File: config.mk
export PLATFORM = sky130hd
export DESIGN_NAME = dual_sysreg_i2c
export DESIGN_NICKNAME = d
export VERILOG_FILES = /design/src/rtl/psr_pkg.sv /design/src/rtl/psr_sync.sv /design/src/rtl/psr_i2c_engine.sv /design/src/rtl/psr_regbank.sv /design/src/rtl/dual_sysreg_i2c.sv
export SDC_FILE = /design/constraint.sdc
export NUM_CORES = 1
export LEC_CHECK = 0
export BUFFER_PORTS_ARGS = -buffer_cell sky130_fd_sc_hd__buf_2
export CORE_MARGIN = 1
export CORE_UTILIZATION = 64
export DETAILED_ROUTE_END_ITERATION = 7
export HOLD_SLACK_MARGIN = 0.02
export PLACE_DENSITY = 0.89
export SLEW_MARGIN = 20
export SYNTH_ARGS = -nofsm -noshare
export SYNTH_HDL_FRONTEND = slang
export SYNTH_SLANG_ARGS = --single-unit
File: constraint.sdc
create_clock -name clk -period 2.18 [get_ports clk]
set_input_delay 0.109 -clock clk [delete_from_list [all_inputs] [get_ports clk]]
set_output_delay 0.109 -clock clk [all_outputs]
set_load 0.005 [all_outputs]
File: src/rtl/psr_pkg.sv
package psr_pkg;
  localparam int BYTE_W  = 8;
  localparam int FIELD_W = 6;
  localparam int CNT_W   = $clog2(BYTE_W + 1);
  localparam int SYNC_W  = 5;

  // register A field positions (decoded by the output logic)
  localparam int A_VSEL = 0;
  localparam int A_LLC  = 1;
  localparam int A_TONE = 2;
  localparam int A_ISEL = 3;
  localparam int A_DCL  = 4;
  localparam int A_EN   = 5;
  // register B field positions
  localparam int B_EN   = 0;

  // positions inside the synchronizer vector
  localparam int SY_SCL = 0;
  localparam int SY_SDA = 1;
  localparam int SY_OTF = 2;
  localparam int SY_OLF = 3;
  localparam int SY_PWR = 4;

  typedef enum logic [2:0] {
    ST_IDLE,
    ST_ADDR,
    ST_ADDR_ACK,
    ST_WR,
    ST_WR_ACK,
    ST_RD,
    ST_RD_ACK
  } bus_st_e;
endpackage

File: src/rtl/psr_sync.sv
module psr_sync #(
  parameter int             W      = 1,
  parameter int             STAGES = 2,
  parameter logic [W-1:0]   RST_V  = '0
) (
  input  logic         clk,
  input  logic         rst_n,
  input  logic [W-1:0] d_i,
  output logic [W-1:0] q_o
);
  logic [W-1:0] stg_q [STAGES];

  genvar g;
  generate
    for (g = 0; g < STAGES; g++) begin : g_stage
      if (g == 0) begin : g_first
        always_ff @(posedge clk or negedge rst_n) begin
          if (!rst_n) stg_q[g] <= RST_V;
          else        stg_q[g] <= d_i;
        end
      end else begin : g_next
        always_ff @(posedge clk or negedge rst_n) begin
          if (!rst_n) stg_q[g] <= RST_V;
          else        stg_q[g] <= stg_q[g-1];
        end
      end
    end
  endgenerate

  assign q_o = stg_q[STAGES-1];
endmodule

File: src/rtl/psr_i2c_engine.sv
module psr_i2c_engine
  import psr_pkg::*;
#(
  parameter logic [6:0] DEV_ADDR = 7'h08
) (
  input  logic               clk,
  input  logic               rst_n,
  input  logic               pwr_ok,
  input  logic               scl_s,
  input  logic               sda_s,
  input  logic [BYTE_W-1:0]  byte_a,
  input  logic [BYTE_W-1:0]  byte_b,
  input  logic               last_sel,
  output logic               wr_stb,
  output logic               wr_sel,
  output logic [FIELD_W-1:0] wr_fields,
  output logic               sda_oe
);
  logic              scl_q, sda_q;
  logic              scl_rise, scl_fall, start_det, stop_det;
  bus_st_e           st_q, st_d;
  logic [CNT_W-1:0]  cnt_q, cnt_d;
  logic [BYTE_W-1:0] sh_q, sh_d;
  logic              rw_q, rw_d;
  logic              ptr_q, ptr_d;
  logic              ack_q, ack_d;
  logic              oe_q, oe_d;
  logic [BYTE_W-1:0] first_byte, next_byte;
  logic              byte_done;

  // line history for edge and condition detection
  always_ff @(posedge clk or negedge rst_n) begin
    if (!rst_n) begin
      scl_q <= 1'b1;
      sda_q <= 1'b1;
    end else begin
      scl_q <= scl_s;
      sda_q <= sda_s;
    end
  end

  assign scl_rise  = scl_s & ~scl_q;
  assign scl_fall  = ~scl_s & scl_q;
  assign start_det = scl_s & scl_q & sda_q & ~sda_s;
  assign stop_det  = scl_s & scl_q & ~sda_q & sda_s;
  assign byte_done = (cnt_q == CNT_W'(BYTE_W));

  assign first_byte = last_sel ? byte_b : byte_a;
  assign next_byte  = ptr_q    ? byte_a : byte_b;

  always_comb begin
    st_d   = st_q;
    cnt_d  = cnt_q;
    sh_d   = sh_q;
    rw_d   = rw_q;
    ptr_d  = ptr_q;
    ack_d  = ack_q;
    oe_d   = oe_q;
    wr_stb = 1'b0;
    if (!pwr_ok) begin
      st_d = ST_IDLE;
      oe_d = 1'b0;
    end else if (start_det) begin
      st_d  = ST_ADDR;
      cnt_d = '0;
      oe_d  = 1'b0;
    end else if (stop_det) begin
      st_d = ST_IDLE;
      oe_d = 1'b0;
    end else begin
      unique case (st_q)
        ST_ADDR: begin
          if (scl_rise) begin
            sh_d  = {sh_q[BYTE_W-2:0], sda_s};
            cnt_d = cnt_q + 1'b1;
          end else if (scl_fall && byte_done) begin
            if (sh_q[BYTE_W-1:1] == DEV_ADDR) begin
              st_d = ST_ADDR_ACK;
              oe_d = 1'b1;
              rw_d = sh_q[0];
            end else begin
              st_d = ST_IDLE;
            end
          end
        end
        ST_ADDR_ACK: begin
          if (scl_fall) begin
            cnt_d = '0;
            if (rw_q) begin
              st_d  = ST_RD;
              ptr_d = last_sel;
              sh_d  = first_byte;
              oe_d  = ~first_byte[BYTE_W-1];
            end else begin
              st_d = ST_WR;
              oe_d = 1'b0;
            end
          end
        end
        ST_WR: begin
          if (scl_rise) begin
            sh_d  = {sh_q[BYTE_W-2:0], sda_s};
            cnt_d = cnt_q + 1'b1;
          end else if (scl_fall && byte_done) begin
            st_d   = ST_WR_ACK;
            oe_d   = 1'b1;
            wr_stb = 1'b1;
          end
        end
        ST_WR_ACK: begin
          if (scl_fall) begin
            st_d  = ST_WR;
            oe_d  = 1'b0;
            cnt_d = '0;
          end
        end
        ST_RD: begin
          if (scl_rise) begin
            cnt_d = cnt_q + 1'b1;
          end else if (scl_fall) begin
            if (byte_done) begin
              st_d = ST_RD_ACK;
              oe_d = 1'b0;
            end else begin
              sh_d = {sh_q[BYTE_W-2:0], 1'b0};
              oe_d = ~sh_q[BYTE_W-2];
            end
          end
        end
        ST_RD_ACK: begin
          if (scl_rise) begin
            ack_d = ~sda_s;
          end else if (scl_fall) begin
            if (ack_q) begin
              st_d  = ST_RD;
              ptr_d = ~ptr_q;
              sh_d  = next_byte;
              oe_d  = ~next_byte[BYTE_W-1];
              cnt_d = '0;
            end else begin
              st_d = ST_IDLE;
            end
          end
        end
        default: begin
          oe_d = 1'b0;
        end
      endcase
    end
  end

  always_ff @(posedge clk or negedge rst_n) begin
    if (!rst_n) begin
      st_q  <= ST_IDLE;
      cnt_q <= '0;
      sh_q  <= '0;
      rw_q  <= 1'b0;
      ptr_q <= 1'b0;
      ack_q <= 1'b0;
      oe_q  <= 1'b0;
    end else begin
      st_q  <= st_d;
      cnt_q <= cnt_d;
      sh_q  <= sh_d;
      rw_q  <= rw_d;
      ptr_q <= ptr_d;
      ack_q <= ack_d;
      oe_q  <= oe_d;
    end
  end

  assign sda_oe    = oe_q;
  assign wr_sel    = sh_q[BYTE_W-1];
  assign wr_fields = sh_q[FIELD_W-1:0];


  pwr_release_chk: assert property (@(posedge clk) disable iff (!rst_n)
    !pwr_ok |=> (!sda_oe && st_q == ST_IDLE));


  addr_miss_chk: assert property (@(posedge clk) disable iff (!rst_n)
    (pwr_ok && !start_det && !stop_det && st_q == ST_ADDR && scl_fall && byte_done
     && sh_q[BYTE_W-1:1] != DEV_ADDR) |=> (!sda_oe && st_q == ST_IDLE));


  nack_release_chk: assert property (@(posedge clk) disable iff (!rst_n)
    (pwr_ok && !start_det && !stop_det && st_q == ST_RD_ACK && scl_fall && !ack_q)
    |=> (!sda_oe && st_q == ST_IDLE));


  sda_change_chk: assert property (@(posedge clk) disable iff (!rst_n)
    ($past(pwr_ok) && !$stable(sda_oe))
    |-> ($past(scl_fall) || $past(start_det) || $past(stop_det)));
endmodule

File: src/rtl/psr_regbank.sv
module psr_regbank
  import psr_pkg::*;
(
  input  logic               clk,
  input  logic               rst_n,
  input  logic               pwr_ok,
  input  logic               wr_stb,
  input  logic               wr_sel,
  input  logic [FIELD_W-1:0] wr_fields,
  input  logic               otf_s,
  input  logic               olf_s,
  input  logic               tone_i,
  output logic [BYTE_W-1:0]  byte_a,
  output logic [BYTE_W-1:0]  byte_b,
  output logic               last_sel,
  output logic [1:0]         vsel_code,
  output logic               tone_out,
  output logic               ilim_hi,
  output logic               dyn_ilim,
  output logic               ch1_en,
  output logic               ch2_en
);
  logic [FIELD_W-1:0] ra_q, ra_d, rb_q, rb_d;
  logic               sel_q, sel_d;
  logic               a_wen, b_wen;

  assign a_wen = wr_stb & ~wr_sel;
  assign b_wen = wr_stb &  wr_sel;

  always_comb begin
    ra_d  = ra_q;
    rb_d  = rb_q;
    sel_d = sel_q;
    if (!pwr_ok) begin
      ra_d  = '0;
      rb_d  = '0;
      sel_d = 1'b0;
    end else begin
      if (a_wen) ra_d = wr_fields;
      if (b_wen) rb_d = wr_fields;
      if (wr_stb) sel_d = wr_sel;
    end
  end

  always_ff @(posedge clk or negedge rst_n) begin
    if (!rst_n) begin
      ra_q  <= '0;
      rb_q  <= '0;
      sel_q <= 1'b0;
    end else begin
      ra_q  <= ra_d;
      rb_q  <= rb_d;
      sel_q <= sel_d;
    end
  end

  assign byte_a   = {1'b0, olf_s, ra_q};
  assign byte_b   = {1'b1, otf_s, rb_q};
  assign last_sel = sel_q;

  // channel 1 decode; every field is gated by the enable bit
  logic en1;
  assign en1       = ra_q[A_EN];
  assign ch1_en    = en1;
  assign vsel_code = en1 ? {ra_q[A_VSEL], ra_q[A_LLC]} : 2'b00;
  assign tone_out  = en1 & (ra_q[A_TONE] | tone_i);
  assign ilim_hi   = en1 & ra_q[A_ISEL];
  assign dyn_ilim  = en1 & ra_q[A_DCL];
  assign ch2_en    = rb_q[B_EN];


  pwr_clear_chk: assert property (@(posedge clk) disable iff (!rst_n)
    !pwr_ok |=> (ra_q == '0 && rb_q == '0 && !last_sel));


  wr_a_chk: assert property (@(posedge clk) disable iff (!rst_n)
    (pwr_ok && wr_stb && !wr_sel) |=> (ra_q == $past(wr_fields) && rb_q == $past(rb_q)));


  wr_b_chk: assert property (@(posedge clk) disable iff (!rst_n)
    (pwr_ok && wr_stb && wr_sel) |=> (rb_q == $past(wr_fields) && ra_q == $past(ra_q)));
endmodule

File: src/rtl/dual_sysreg_i2c.sv
module dual_sysreg_i2c
  import psr_pkg::*;
#(
  parameter logic [6:0] DEV_ADDR    = 7'h08,
  parameter int         SYNC_STAGES = 2
) (
  input  logic       clk,
  input  logic       rst_n,
  input  logic       pwr_ok,
  input  logic       scl_i,
  input  logic       sda_i,
  output logic       sda_oe,
  input  logic       otf_i,
  input  logic       olf_i,
  input  logic       tone_i,
  output logic [1:0] vsel_code,
  output logic       tone_out,
  output logic       ilim_hi,
  output logic       dyn_ilim,
  output logic       ch1_en,
  output logic       ch2_en
);
  localparam logic [SYNC_W-1:0] SYNC_RST = SYNC_W'((1 << SY_SCL) | (1 << SY_SDA));

  // reset: asserted asynchronously, released on the clock
  logic [1:0] rst_pipe_q;
  logic       rst_sn;
  always_ff @(posedge clk or negedge rst_n) begin
    if (!rst_n) rst_pipe_q <= 2'b00;
    else        rst_pipe_q <= {rst_pipe_q[0], 1'b1};
  end
  assign rst_sn = rst_pipe_q[1];

  logic [SYNC_W-1:0] raw_v, syn_v;
  assign raw_v[SY_SCL] = scl_i;
  assign raw_v[SY_SDA] = sda_i;
  assign raw_v[SY_OTF] = otf_i;
  assign raw_v[SY_OLF] = olf_i;
  assign raw_v[SY_PWR] = pwr_ok;

  psr_sync #(.W(SYNC_W), .STAGES(SYNC_STAGES), .RST_V(SYNC_RST)) u_sync (
    .clk   (clk),
    .rst_n (rst_sn),
    .d_i   (raw_v),
    .q_o   (syn_v)
  );

  logic [BYTE_W-1:0]  byte_a, byte_b;
  logic               last_sel, wr_stb, wr_sel;
  logic [FIELD_W-1:0] wr_fields;

  psr_i2c_engine #(.DEV_ADDR(DEV_ADDR)) u_engine (
    .clk       (clk),
    .rst_n     (rst_sn),
    .pwr_ok    (syn_v[SY_PWR]),
    .scl_s     (syn_v[SY_SCL]),
    .sda_s     (syn_v[SY_SDA]),
    .byte_a    (byte_a),
    .byte_b    (byte_b),
    .last_sel  (last_sel),
    .wr_stb    (wr_stb),
    .wr_sel    (wr_sel),
    .wr_fields (wr_fields),
    .sda_oe    (sda_oe)
  );

  psr_regbank u_bank (
    .clk       (clk),
    .rst_n     (rst_sn),
    .pwr_ok    (syn_v[SY_PWR]),
    .wr_stb    (wr_stb),
    .wr_sel    (wr_sel),
    .wr_fields (wr_fields),
    .otf_s     (syn_v[SY_OTF]),
    .olf_s     (syn_v[SY_OLF]),
    .tone_i    (tone_i),
    .byte_a    (byte_a),
    .byte_b    (byte_b),
    .last_sel  (last_sel),
    .vsel_code (vsel_code),
    .tone_out  (tone_out),
    .ilim_hi   (ilim_hi),
    .dyn_ilim  (dyn_ilim),
    .ch1_en    (ch1_en),
    .ch2_en    (ch2_en)
  );


  ch1_off_chk: assert property (@(posedge clk) disable iff (!rst_sn)
    !ch1_en |-> (!tone_out && vsel_code == 2'b00 && !ilim_hi && !dyn_ilim));
endmodule

==> results of run 1 <==
stage by stage:
stage | cell area [um^2] | instances | total power, mW | hold WS, ns | utilization, %
floorplan | 2480 | 261 | 0.971 | -0.187 | -
global placement | 2640 | 323 | 1.00 | -0.105 | 71.5
detailed placement | 2640 | 323 | 1.00 | -0.105 | 71.5
CTS | 2790 | 337 | 1.52 | 0.0976 | 75.6
global route | 2800 | 338 | 1.57 | 0.104 | 75.9
finish | 2800 | 338 | 1.52 | 0.108 | 75.9
layer usage:
metal / global-route usage (%) / vias to the layer above / part of all wire, %
met5: 0 / - / 0
met4: 13.9 / 0 / 3.0
met3: 6.07 / 23 / 7.5
met2: 48.7 / 119 / 47
met1: 39.2 / 1054 / 42
li1: - / 1011 / -
cell usage in the layout, fill, tap and decap left out, types with 3 or more instances in the layout:
cell	Yosys	layout
nand3_1	3	3
a22o_1	4	4
a21oi_1	21	21
nand2_1	38	38
dlygate4sd3_1	0	6
nor3_1	4	4
dfrtp_1	40	39
buf_2	4	15
clkbuf_8	0	5
inv_1	7	7
a221o_1	3	3
o31ai_1	4	4
nor2_1	12	11
a221oi_1	6	6
o21ai_0	27	26
nor2b_1	4	4
mux2_2	10	10
buf_4	3	15
and2_1	6	6
o21a_1	4	4
dfstp_2	6	6
nand2b_1	3	3
worst register-to-register path, stage by stage (launching register included):
cell      delay (ns)
dfrtp_1         0.41
inv_1           0.07
ha_1            0.19
and3b_1         0.25
nand4b_1        0.25
a311oi_4        0.25
buf_4           0.21
mux2_2          0.35
cell usage after synthesis (3+ instances only):
| library cell | number |
|---|---|
| dfrtp_1 | 40 |
| nand2_1 | 38 |
| o21ai_0 | 27 |
| a21oi_1 | 21 |
| nor2_1 | 12 |
| mux2_2 | 10 |
| inv_1 | 7 |
| a221oi_1 | 6 |
| and2_1 | 6 |
| clkbuf_1 | 6 |
| dfstp_2 | 6 |
| a22o_1 | 4 |
| buf_2 | 4 |
| nor2b_1 | 4 |
| nor3_1 | 4 |
| o21a_1 | 4 |
| o31ai_1 | 4 |
| a221o_1 | 3 |
| buf_4 | 3 |
| nand2b_1 | 3 |
| nand3_1 | 3 |
final timing paths:
| kind | start | to | cells after the start |
|---|---|---|---|
| worst min register to register | rst_pipe_q[1] | u_sync.q_o[2] | 0 |
| max in group asynchronous | rst_pipe_q[1] | u_bank.rb_q[5] | 1 |
| worst min-delay path | rst_n | rst_pipe_q[0] | 2 |
| min in group clk | u_sync.stg_q[7] | u_sync.q_o[2] | 0 |
| worst max-delay path | u_engine.cnt_q[1] | u_engine.sh_q[1] | 7 |
| worst max register to register | u_engine.cnt_q[1] | u_engine.sh_q[1] | 7 |
cell type report:
| class | count | area, um^2 | area share, % |
|---|---|---|---|
| Multi-Input combinational cell | 193 | 1210 | 43.4 |
| Sequential cell | 46 | 1160 | 41.4 |
| Timing Repair Buffer | 36 | 248 | 8.85 |
| Clock buffer | 5 | 68.8 | 2.46 |
| Tap cell | 48 | 60.1 | 2.15 |
| Inverter | 7 | 26.3 | 0.939 |
| Clock inverter | 3 | 21.3 | 0.760 |
kinds of logic (layout without fill, tap and decap cells):
kind of cell	count (synthesis)	in the layout	share of synthesized area [%]
AOI/OAI and AO/OA	89	89	24.6
buffers and inverters	22	51	4.29
muxes	11	11	4.95
and+or+nand+nor	89	89	17.9
xor gates and xnor gates	1	1	0.354
other	1	1	0.151
adders and majority gates	2	2	1.01
DFF	46	46	46.8
registers in the layout, indices dropped and copies added (netlist names):
| signal | flops |
|---|---|
| u_engine.cnt_q | 4 |
| u_bank.last_sel | 1 |
| u_engine.scl_q | 1 |
| u_engine.ack_q | 1 |
| u_engine.sda_oe | 1 |
| rst_pipe_q | 2 |
| u_engine.ptr_q | 1 |
| u_sync.q_o | 5 |
| u_engine.st_q | 3 |
| u_sync.stg_q | 5 |
| u_engine.rw_q | 1 |
| u_engine.sda_q | 1 |
| u_bank.rb_q | 6 |
| u_engine.sh_q | 8 |
| u_bank.ra_q | 6 |
repair_timing:
item / CTS / global route
hold buffers: 6 / 0
buffers inserted: 0 / 1
gates resized for setup: 0 / 2
setup endpoints to repair: 0 / 9
hold endpoints to repair: 7 / 0
power groups by stage:
stage / Sequential, mW / Clock (mW) / Combinational (mW)
finish: 0.906 / 0.521 / 0.0919
floorplan: 0.915 / 0 / 0.0561
global placement: 0.921 / 0 / 0.0790
global route: 0.910 / 0.562 / 0.101
detailed placement: 0.922 / 0 / 0.0819
CTS: 0.906 / 0.524 / 0.0906
==> results.json, run 1 <==
{
  "gr-total-overflow": 0,
  "syn_nets": 271,
  "period_share_pct": 95.6,
  "synth.avg_cell_area_um2": 9.49,
  "p_int_mw": 1.14,
  "numPortBuffers": 15,
  "diodes": 0,
  "drv_slew": 0,
  "synth.yosys.seq_area_share_pct": 46.8,
  "finalWirelength_um": 5570,
  "synth_top_area_share_pct": 40.4,
  "cp_max_fo": 8,
  "setup_viol": 0,
  "design.die.area_um2": 4120,
  "ir_drop_mv": 0.536,
  "cts_tree": "built",
  "syn_area_um2": 2480,
  "rsz0062_at_grt": "no",
  "place.gp.congestion": 0.894,
  "p_leak_nw": 1.21,
  "core_um2": 3690,
  "grt_pass1_wl_um": 9470,
  "grt_pass1_vias": 2092,
  "clkTransAtPathRegs_ns": 0.09,
  "synth_seq_cells": 46,
  "drt_iter0_drc": 248,
  "cts_max_path_buffers": 2,
  "rows": 22,
  "hpwl_um": 4010,
  "vias_per_cell": 6.53,
  "fin_ws_ns": 0.0955,
  "drt_pass1_iterations": 5,
  "clock_latency_ns": 0.30,
  "cp-end-kind": "register",
  "crit_chain": "inv_1, ha_1, and3b_1, nand4b_1, a311oi_4, buf_4, mux2_2",
  "ant_nets": 0,
  "r2r_setup_slack_ns": 0.1,
  "synth_cell_types": 56,
  "die_h_um": 64.2,
  "tightestPinTransition_ns": 0.518,
  "syn2layout_area_growth_pct": 13.0,
  "post_drt_wl_per_cell_um": 16.5,
  "vias": 2207,
  "crit_family": "simple AND/OR/NAND/NOR gates",
  "ys_top_cells_by_area": "dfrtp_1, dfstp_2, nand2_1",
  "hold_class": "primary input to async pin",
  "ys_warn_count": 0,
  "nets": 299,
  "initial_utilization_pct": 67.2,
  "numCtsBuffers": 5,
  "cts_htree_levels": 2,
  "cp.required_ns": 2.37,
  "synth-edff-count": 0,
  "grt_max_degree": 26,
  "maxSlewHeadroom_pct": 65.5,
  "critPathMaxStageDelay_ns": 0.41,
  "p_seq_share_pct": 59.7,
  "antenna_found_initial": 0,
  "synthFlopType": "dfrtp_1",
  "outcome": "finished, final reports clean",
  "switching_share_pct": 24.8,
  "drive_above_1_share_pct": 21.4,
  "synthCells": 261,
  "drc": 0,
  "drv_cap": 0,
  "worstSetupPathType": "register to register",
  "io_pins": 16,
  "pwr-share-clk_pct": 34.3,
  "root_buffer": "clkbuf_8",
  "arrival_ns": 2.28,
  "hold_viol_final": 0,
  "die_w_um": 64.2,
  "skew_ns": 0.00604,
  "track_usage_pct": 30.2,
  "place_ws_ns": 0.0545,
  "slowest_stage": "dfrtp_1",
  "synth.largest_area_cell": "dfrtp_1",
  "power_frac_comb_pct": 6.1,
  "power_switching_mw": 0.376,
  "crit_path_start_kind": "register",
  "synthArstFlopShare_pct": 100,
  "path_buf_inv": 2,
  "max_freq_mhz": 480,
  "powerDensity_nw_per_um2": 543,
  "period_needed_ns": 2.08,
  "cts_num_sinks": 46,
  "tns_ns": 0,
  "final.fill_count": 254
}
Note: power is estimated with default switching activity, not from simulation.
==> run 2: changes to the inputs <==
CORE_UTILIZATION = 65   (was 64)
SYNTH_HIERARCHICAL = 1   (was default)
==> run 2 against run 1 <==
Effect of this change:
- design area is 5.1% higher
- non-clock buffer count fell by 5
- largest power group unchanged
- synthesized cell count up 3.4%
- largest cell class unchanged
- setup slack better by 0.12 ns
==> results.json, run 2 <==
{
  "p_leak_nw": 1.35,
  "synth.yosys.seq_area_share_pct": 41.6,
  "design.die.area_um2": 4550,
  "synth.avg_cell_area_um2": 10.3,
  "worstReg2RegStart": "u_engine/cnt_q[0]",
  "syn2layout_area_growth_pct": 5.57,
  "root_buffer": "clkbuf_8",
  "synth_cell_types": 57,
  "nets": 288,
  "ant_nets": 0,
  "hold_class": "primary input to async pin",
  "synth_common_cells": "dfrtp_1, mux2i_1, nand2_1",
  "ys_warn_count": 6,
  "diodes": 0,
  "grt_max_degree": 30,
  "cts_num_sinks": 46,
  "final_cell_mix": "dfrtp_1, mux2i_1, nand2_1",
  "drive_above_1_share_pct": 24.7,
  "powerDensity_nw_per_um2": 540,
  "period_needed_ns": 1.96,
  "synth_most_common_cell": "dfrtp_1",
  "io_pins": 16,
  "post_drt_wl_per_cell_um": 18.5,
  "hpwl_um": 4030,
  "drv_cap": 0,
  "dp.cells": 315,
  "setup_viol": 0,
  "core_um2": 4060,
  "clkTransAtPathRegs_ns": 0.10,
  "final.fill_count": 247,
  "drt_iter0_drc": 271,
  "synth_top_area_share_pct": 35.9,
  "drt_pass1_iterations": 5,
  "drc": 0,
  "period_share_pct": 90.0,
  "arrival_ns": 2.19,
  "setup.worst_path.start": "u_engine/cnt_q[0]",
  "synthFlopType": "dfrtp_1",
  "ir_drop_mv": 0.562,
  "cts_htree_levels": 2,
  "cp_max_fo": 7,
  "antenna_found_initial": 0,
  "grt_pass1_vias": 1992,
  "fin_cells": 329,
  "critPathMaxStageDelay_ns": 0.42,
  "vias_per_cell": 6.38,
  "ys_top_cells_by_area": "dfrtp_1, mux2i_1, dfstp_2",
  "worstSetupPathType": "register to register",
  "syn_area_um2": 2790,
  "slowest_stage": "dfrtp_1",
  "grt_pass1_wl_um": 9940,
  "die_h_um": 67.5,
  "numPortBuffers": 15,
  "rsz0062_at_grt": "no",
  "syn_nets": 280,
  "numCtsBuffers": 5,
  "cp-end-kind": "register",
  "tightestPinTransition_ns": 0.493,
  "crit_family": "simple AND/OR/NAND/NOR gates",
  "crit_chain": "inv_1, ha_1, and3b_1, nand3_1, nor4_2, and2_2, mux2i_1",
  "multi_input_area_um2": 1390,
  "synth.largest_area_cell": "dfrtp_1",
  "skew_ns": 0.0135,
  "synthArstFlopShare_pct": 100,
  "top_register": "u_engine/sh_q",
  "gr-total-overflow": 0,
  "hold_viol_final": 0,
  "place.gp.congestion": 0.927,
  "synth_seq_cells": 46,
  "rows": 23,
  "synthCells": 270,
  "track_usage_pct": 30.7,
  "cp.required_ns": 2.40,
  "tns_ns": 0,
  "die_w_um": 67.5,
  "maxSlewHeadroom_pct": 66.9,
  "cts_max_path_buffers": 2,
  "initial_utilization_pct": 68.7,
  "synth-edff-count": 0,
  "path_buf_inv": 1,
  "vias": 2098,
  "clock_latency_ns": 0.31,
  "final-seq-area_um2": 1160,
  "p_total_mw": 1.59,
  "drv_slew": 0,
  "reg.largest.list": "u_engine/sh_q x8, u_bank/ra_q x6, u_bank/rb_q x6",
  "final_common_cell": "dfrtp_1",
  "crit_path_start_kind": "register",
  "max_freq_mhz": 510,
  "largest_reg_flops": 8,
  "finalWirelength_um": 6080,
  "outcome": "finished, final reports clean",
  "cts_tree": "built"
}
-- run 2: cells by family (layout without fill, tap and decap cells) --
group	after synthesis	count (layout)	share of synthesized area (%)
AND/OR/NAND/NOR	81	81	15.1
AO/OA/AOI/OAI	51	51	12.9
multiplexers	49	49	20.1
flip-flops	46	46	41.6
buffers and inverters	37	46	8.75
other	3	3	0.404
adder cells (fa/ha/maj)	2	2	0.898
XOR/XNOR	1	1	0.314
-- run 2: layout make-up --
| class | instances | share of cell area (%) |
|---|---|---|
| inverters | 7 | 0.893 |
| multi-input cells | 187 | 47.3 |
| well taps | 50 | 2.13 |
| repair buffers | 31 | 7.14 |
| clock buffers | 5 | 2.34 |
| flip-flops and latches | 46 | 39.4 |
| clock inverters | 3 | 0.765 |
-- run 2: report_power, final --
group	switching, mW	leakage, nW	internal [mW]	total, mW
clock network	0.317	0.0489	0.232	0.550
logic	0.0663	0.710	0.0573	0.124
registers	0.0333	0.594	0.883	0.916
-- run 2: what timing repair did --
| action | 4_1_cts | 5_1_grt |
|---|---|---|
| setup endpoints to repair | 1 | 4 |
| hold endpoints to repair | 7 | 0 |
| gates resized for setup | 1 | 1 |
| hold buffers | 6 | 0 |
| buffers inserted | 0 | 0 |
| gates cloned | 0 | 0 |
-- run 2: metal layers --
metal / vias up / share of wire [%] / GRT usage, %
met3: 18 / 8.9 / 9.29
met5: - / 0 / 0
li1: 953 / - / -
met1: 1001 / 41 / 41.9
met4: 0 / 2.4 / 11.4
met2: 126 / 48 / 45.9
-- run 2: per-stage QoR --
stage	util, %	setup WS [ns]	hold slack [ns]	instance area, um^2
2_1_floorplan	-	0.406	-0.187	2790
3_3_place_gp	68.6	0.182	-0.106	2780
3_5_place_dp	68.6	0.0274	-0.0826	2780
4_1_cts	72.4	0.110	0.114	2940
5_1_grt	72.5	0.102	0.104	2940
6_report	72.5	0.217	0.115	2940
-- run 2: worst paths after layout --
check / endpoint / slack, ns / depth (start not counted)
worst max-delay path: u_bank/rb_q[2] / 0.22 / 7
worst min-delay path: rst_pipe_q[1] / 0.12 / 2
worst max register to register: u_bank/rb_q[2] / 0.22 / 7
worst min register to register: u_engine/cnt_q[0] / 0.23 / 0
max in group asynchronous: u_engine/scl_q / 1.32 / 1
min in group clk: u_sync/q_o[1] / 0.36 / 0
